$ cat config.mk
export PLATFORM = sky130hd
export DESIGN_NAME = npc_unit
export DESIGN_NICKNAME = d
export VERILOG_FILES = /design/src/rtl/npc_pkg.sv /design/src/rtl/npc_decode.sv /design/src/rtl/npc_cmp.sv /design/src/rtl/npc_target.sv /design/src/rtl/npc_unit.sv
export SDC_FILE = /design/constraint.sdc
export NUM_CORES = 1
export LEC_CHECK = 0
export ABC_AREA = 1
export ABC_CLOCK_PERIOD_IN_PS = 3300
export BUFFER_PORTS_ARGS = -buffer_cell sky130_fd_sc_hd__buf_4
export CORE_MARGIN = 2
export CORE_UTILIZATION = 52
export DETAILED_ROUTE_END_ITERATION = 16
export PLACE_DENSITY = 0.83
export SLEW_MARGIN = 10
export SYNTH_ARGS = -nofsm -noshare
export SYNTH_HDL_FRONTEND = slang
export SYNTH_SLANG_ARGS = --single-unit
$ cat constraint.sdc
create_clock -name clk -period 3.3 [get_ports clk]
set_clock_uncertainty 0.1 [all_clocks]
set_input_delay 0.165 -clock clk [delete_from_list [all_inputs] [get_ports clk]]
set_output_delay 0.165 -clock clk [all_outputs]
set_load 0.005 [all_outputs]
$ cat src/rtl/npc_pkg.sv
package npc_pkg;
  localparam int unsigned XLEN   = 32;
  localparam int unsigned OPC_W  = 6;
  localparam int unsigned IMM_W  = 16;
  localparam int unsigned JIDX_W = 26;
  localparam int unsigned ALIGN_W = 2;
  localparam int unsigned REGION_W = XLEN - JIDX_W - ALIGN_W;

  localparam logic [OPC_W-1:0] OPC_JUMP = 6'd2;
  localparam logic [OPC_W-1:0] OPC_BEQ  = 6'd4;
  localparam logic [OPC_W-1:0] OPC_BNE  = 6'd5;

  typedef enum logic [1:0] {
    FLOW_SEQ    = 2'd0,
    FLOW_BRANCH = 2'd1,
    FLOW_JUMP   = 2'd2
  } flow_e;
endpackage

$ cat src/rtl/npc_decode.sv
module npc_decode
  import npc_pkg::*;
(
  input  logic [OPC_W-1:0] opcode_i,
  output flow_e            flow_o,
  output logic             br_on_eq_o
);
  always_comb begin
    flow_o     = FLOW_SEQ;
    br_on_eq_o = 1'b0;
    unique case (opcode_i)
      OPC_JUMP: flow_o = FLOW_JUMP;
      OPC_BEQ: begin
        flow_o     = FLOW_BRANCH;
        br_on_eq_o = 1'b1;
      end
      OPC_BNE: flow_o = FLOW_BRANCH;
      default: flow_o = FLOW_SEQ;
    endcase
  end
endmodule

$ cat src/rtl/npc_cmp.sv
module npc_cmp #(
  parameter int unsigned W = 32
) (
  input  logic [W-1:0] a_i,
  input  logic [W-1:0] b_i,
  output logic         eq_o
);
  logic [W-1:0] diff;

  always_comb begin
    diff = a_i ^ b_i;
    eq_o = ~(|diff);
  end
endmodule

$ cat src/rtl/npc_target.sv
module npc_target
  import npc_pkg::*;
#(
  parameter int unsigned AW = XLEN
) (
  input  logic [AW-1:0]     pc_i,
  input  logic [IMM_W-1:0]  imm_i,
  input  logic [JIDX_W-1:0] jidx_i,
  output logic [AW-1:0]     seq_o,
  output logic [AW-1:0]     br_tgt_o,
  output logic [AW-1:0]     jmp_tgt_o
);
  localparam int unsigned SEXT_W = AW - IMM_W - ALIGN_W;
  localparam int unsigned TOP_W  = AW - JIDX_W - ALIGN_W;
  localparam logic [AW-1:0] WORD_STEP = AW'(4);

  logic [AW-1:0] offset;

  always_comb begin
    seq_o     = pc_i + WORD_STEP;
    offset    = {{SEXT_W{imm_i[IMM_W-1]}}, imm_i, {ALIGN_W{1'b0}}};
    br_tgt_o  = seq_o + offset;
    jmp_tgt_o = {seq_o[AW-1 -: TOP_W], jidx_i, {ALIGN_W{1'b0}}};
  end
endmodule

$ cat src/rtl/npc_unit.sv
module npc_unit
  import npc_pkg::*;
#(
  parameter bit REG_STAGE = 1'b1
) (
  input  logic            clk,
  input  logic            rst_n,
  input  logic            pc_en,
  input  logic [XLEN-1:0] pc_i,
  input  logic [XLEN-1:0] instr_i,
  input  logic [XLEN-1:0] rs_val_i,
  input  logic [XLEN-1:0] rt_val_i,
  output logic [XLEN-1:0] next_pc_o,
  output logic            taken_o,
  output logic            misalign_o,
  output logic [XLEN-1:0] pc_q_o
);
  flow_e           flow;
  logic            br_on_eq;
  logic            ops_eq;
  logic            br_hit;
  logic [XLEN-1:0] seq_pc;
  logic [XLEN-1:0] br_tgt;
  logic [XLEN-1:0] jmp_tgt;

  npc_decode u_dec (
    .opcode_i  (instr_i[XLEN-1 -: OPC_W]),
    .flow_o    (flow),
    .br_on_eq_o(br_on_eq)
  );

  npc_cmp #(.W(XLEN)) u_cmp (
    .a_i (rs_val_i),
    .b_i (rt_val_i),
    .eq_o(ops_eq)
  );

  npc_target #(.AW(XLEN)) u_tgt (
    .pc_i     (pc_i),
    .imm_i    (instr_i[IMM_W-1:0]),
    .jidx_i   (instr_i[JIDX_W-1:0]),
    .seq_o    (seq_pc),
    .br_tgt_o (br_tgt),
    .jmp_tgt_o(jmp_tgt)
  );

  always_comb begin
    br_hit     = (flow == FLOW_BRANCH) && (ops_eq == br_on_eq);
    misalign_o = |pc_i[ALIGN_W-1:0];
    next_pc_o  = seq_pc;
    taken_o    = 1'b0;
    if (flow == FLOW_JUMP) begin
      next_pc_o = jmp_tgt;
      taken_o   = 1'b1;
    end else if (br_hit) begin
      next_pc_o = br_tgt;
      taken_o   = 1'b1;
    end
  end

  generate
    if (REG_STAGE) begin : g_pc_reg
      logic [XLEN-1:0] pc_d;
      logic [XLEN-1:0] pc_q;

      always_comb begin
        pc_d = pc_q;
        if (pc_en) pc_d = next_pc_o;
      end

      always_ff @(posedge clk or negedge rst_n) begin
        if (!rst_n) pc_q <= '0;
        else        pc_q <= pc_d;
      end

      assign pc_q_o = pc_q;
    end else begin : g_pc_pass
      assign pc_q_o = next_pc_o;
    end
  endgenerate
endmodule

==> results.json <==
{
  "r2r_setup_slack_ps": 2510,
  "start_kind": "input pin",
  "dieArea_sq_um": 11400,
  "hpwl_um": 15500,
  "hold_class": "in -> reg",
  "setup_violations": 0,
  "grt_pass1_vias": 6372,
  "synth-seq-cells": 32,
  "maxSlewViolCount": 0,
  "power_mw": 1.74,
  "timing.final.crit_share_pct": 97.7,
  "rows": 37,
  "path_class": "in -> out",
  "worst_pin_slew_ps": 902,
  "fin_crit_ps": 3220,
  "outcome": "complete, no violations",
  "ir_worst_vdd_v": 0.000308,
  "io_pins": 197,
  "antenna_cells": 0,
  "io_buffers": 196,
  "grt_use_total_pct": 32.9,
  "clkPwrFrac_pct": 21.0,
  "routed_wl_um": 18600,
  "synthCells": 960,
  "power_switching_uw": 674,
  "clock_sinks": 32,
  "grt_start_max_net_pins": 36,
  "dpl_cell_area_sq_um": 7090,
  "ant_nets": 0,
  "drc": 0,
  "clk_pin_slew_ps": 60,
  "power_frac_comb_pct": 53.0,
  "clock_latency_ps": 280,
  "cp.arrival_ps": 2960,
  "antenna_found_initial": 0,
  "syn_nets": 1129,
  "yosysUniqueCellTypes": 39,
  "largest_reg_flops": 32,
  "crit_chain": "buf_4, nand3_2, nor2_4, nand2_4, nor2_4, xor2_1, ha_1, nand2_1, inv_1, a21oi_1, nand2_1, nand2_1, nand2_1, nand2_1, nand4_1, and3_1, buf_4",
  "crit_fanout": 4,
  "fp.dieW_um": 107,
  "layout-drive-gt1-share_pct": 24.5,
  "yosysSeqAreaShare_pct": 14.6,
  "wl_per_cell_um": 14.3,
  "crit_path_end_kind": "primary output",
  "power_leakage_nw": 4.15,
  "power_density_nw_per_um2": 237,
  "max-clock-path-buffers": 2,
  "hold_violations": 0,
  "rsz0062_at_grt": "true",
  "cts_root_buf": "clkbuf_8",
  "yosysWarnings": 0,
  "slowest_stage": "xor2_1",
  "area_growth_pct": 33.9,
  "maxCapViolations": 0,
  "finalNetCount": 1326,
  "drt_iter0_drc": 524,
  "p_int_mw": 1.06,
  "netlist_area_sq_um": 5470,
  "via_count": 6799,
  "max_stage_delay_ps": 370,
  "final_common_cell": "nand2_1",
  "relSlewSlack_pct": 39.5,
  "crit_top_cell": "nand2_1",
  "power.share.sequential_pct": 26.1,
  "core_sq_um": 10300,
  "dr.pass1.iters": 7,
  "globalplace.congestion": 1.10,
  "final_area_sq_um": 7320,
  "avgSynthCellArea_sq_um": 5.70,
  "initial_core_util_pct": 53.2,
  "grt.overflow.total": 0,
  "fmax_mhz": 310,
  "htree_levels": 2,
  "vias_per_cell": 5.25,
  "die_y_um": 107,
  "cts_inserted_buffers": 5,
  "cp.required_ps": 3030,
  "swShare_pct": 38.8,
  "grt_pass1_wl_um": 30300,
  "most-common-layout-cells": "nand2_1, buf_4, inv_1",
  "cts_tree": "done"
}
[Yosys cell counts, drive strengths merged]
cell / n / area (sq um)
nand2: 372 / 1420
inv: 141 / 529
nand3: 120 / 666
nor2: 72 / 313
ha: 37 / 463
dfrtp: 32 / 801
xor2: 30 / 270
xnor2: 26 / 235
a21oi: 25 / 125
nand4: 21 / 131
nor3: 20 / 131
o21ai: 15 / 75.1
buf: 10 / 65.1
clkbuf: 8 / 30.0
or2: 8 / 50.1
clkinv: 5 / 20.0
and3: 4 / 25.0
o21bai: 4 / 30.0
a21boi: 3 / 22.5
a21o: 3 / 22.5
nand3b: 2 / 15.0
fa: 1 / 20.0
nor4: 1 / 6.26
[per-layer routing]
metal | up-vias | wire length, um | global-route usage [%] | part of all wire, %
met4 | 0 | 397 | 9.37 | 2.1
met5 | - | 0 | 0 | 0
met3 | 37 | 1550 | 4.17 | 8.4
met1 | 3041 | 8170 | 45.1 | 44
met2 | 316 | 8440 | 54.3 | 45
li1 | 3405 | - | - | -
[worst max-delay path, delay by kind of cell]
family | cells | cell delay, ps
and+or+nand+nor | 11 | 1550
xor gates and xnor gates | 1 | 370
buffers and inverters | 3 | 310
adders and majority gates | 1 | 370
AOI/OAI and AO/OA | 1 | 210
[cell families after synthesis]
family          after synthesis  synth area share, %
simple gates                620                 50.5
flops                        32                 14.6
buf+inv                     164                 11.8
xor+xnor                     56                 9.24
compound gates               50                 5.03
fa+ha+maj                    38                 8.83
[power by group through the flow]
| stage | Sequential, mW | Combinational [mW] | Clock [mW] |
|---|---|---|---|
| floorplan | 0.462 | 0.483 | 0 |
| global placement | 0.459 | 0.873 | 0 |
| detailed placement | 0.460 | 0.885 | 0 |
| CTS | 0.453 | 0.890 | 0.367 |
| global route | 0.457 | 1.02 | 0.387 |
| finish | 0.453 | 0.921 | 0.364 |
[what timing repair did]
action	CTS	global route
setup buffers	0	1
endpoints found under the setup margin	0	12
hold endpoints to repair	32	0
hold buffers	1	0
gates resized for setup	0	23
[area by class of cell]
class / count / area [sq um]
fillers: 988 / 2960
repair buffers: 208 / 1560
inverters: 146 / 549
multi-input cells: 764 / 4130
flip-flops and latches: 32 / 801
clock inverters: 2 / 35.0
clock buffers: 6 / 72.6
well taps: 136 / 170
[final timing paths]
path / start / endpoint / cells after the start
worst max-delay path: pc_i[2] / next_pc_o[20] / 17
worst min-delay path: pc_i[1] / pc_q_o[1] / 3
worst max register to register: pc_q_o[21] / pc_q_o[21] / 2
worst min register to register: pc_q_o[20] / pc_q_o[20] / 2
max in group asynchronous: rst_n / pc_q_o[24] / 2
min in group asynchronous: rst_n / pc_q_o[10] / 2
[through the flow]
stage	util [%]	hold slack, ps	std cells	TNS [ps]	setup WS (ps)
floorplan	-	-231	960	0	813
global placement	69.0	18.4	1284	0	62.7
detailed placement	69.0	20.2	1284	0	47.7
CTS	70.1	82.4	1293	0	25.4
global route	71.2	102	1294	-86.9	-44.9
finish	71.2	84.2	1294	0	77.1
(Power assumes the default switching activity.)
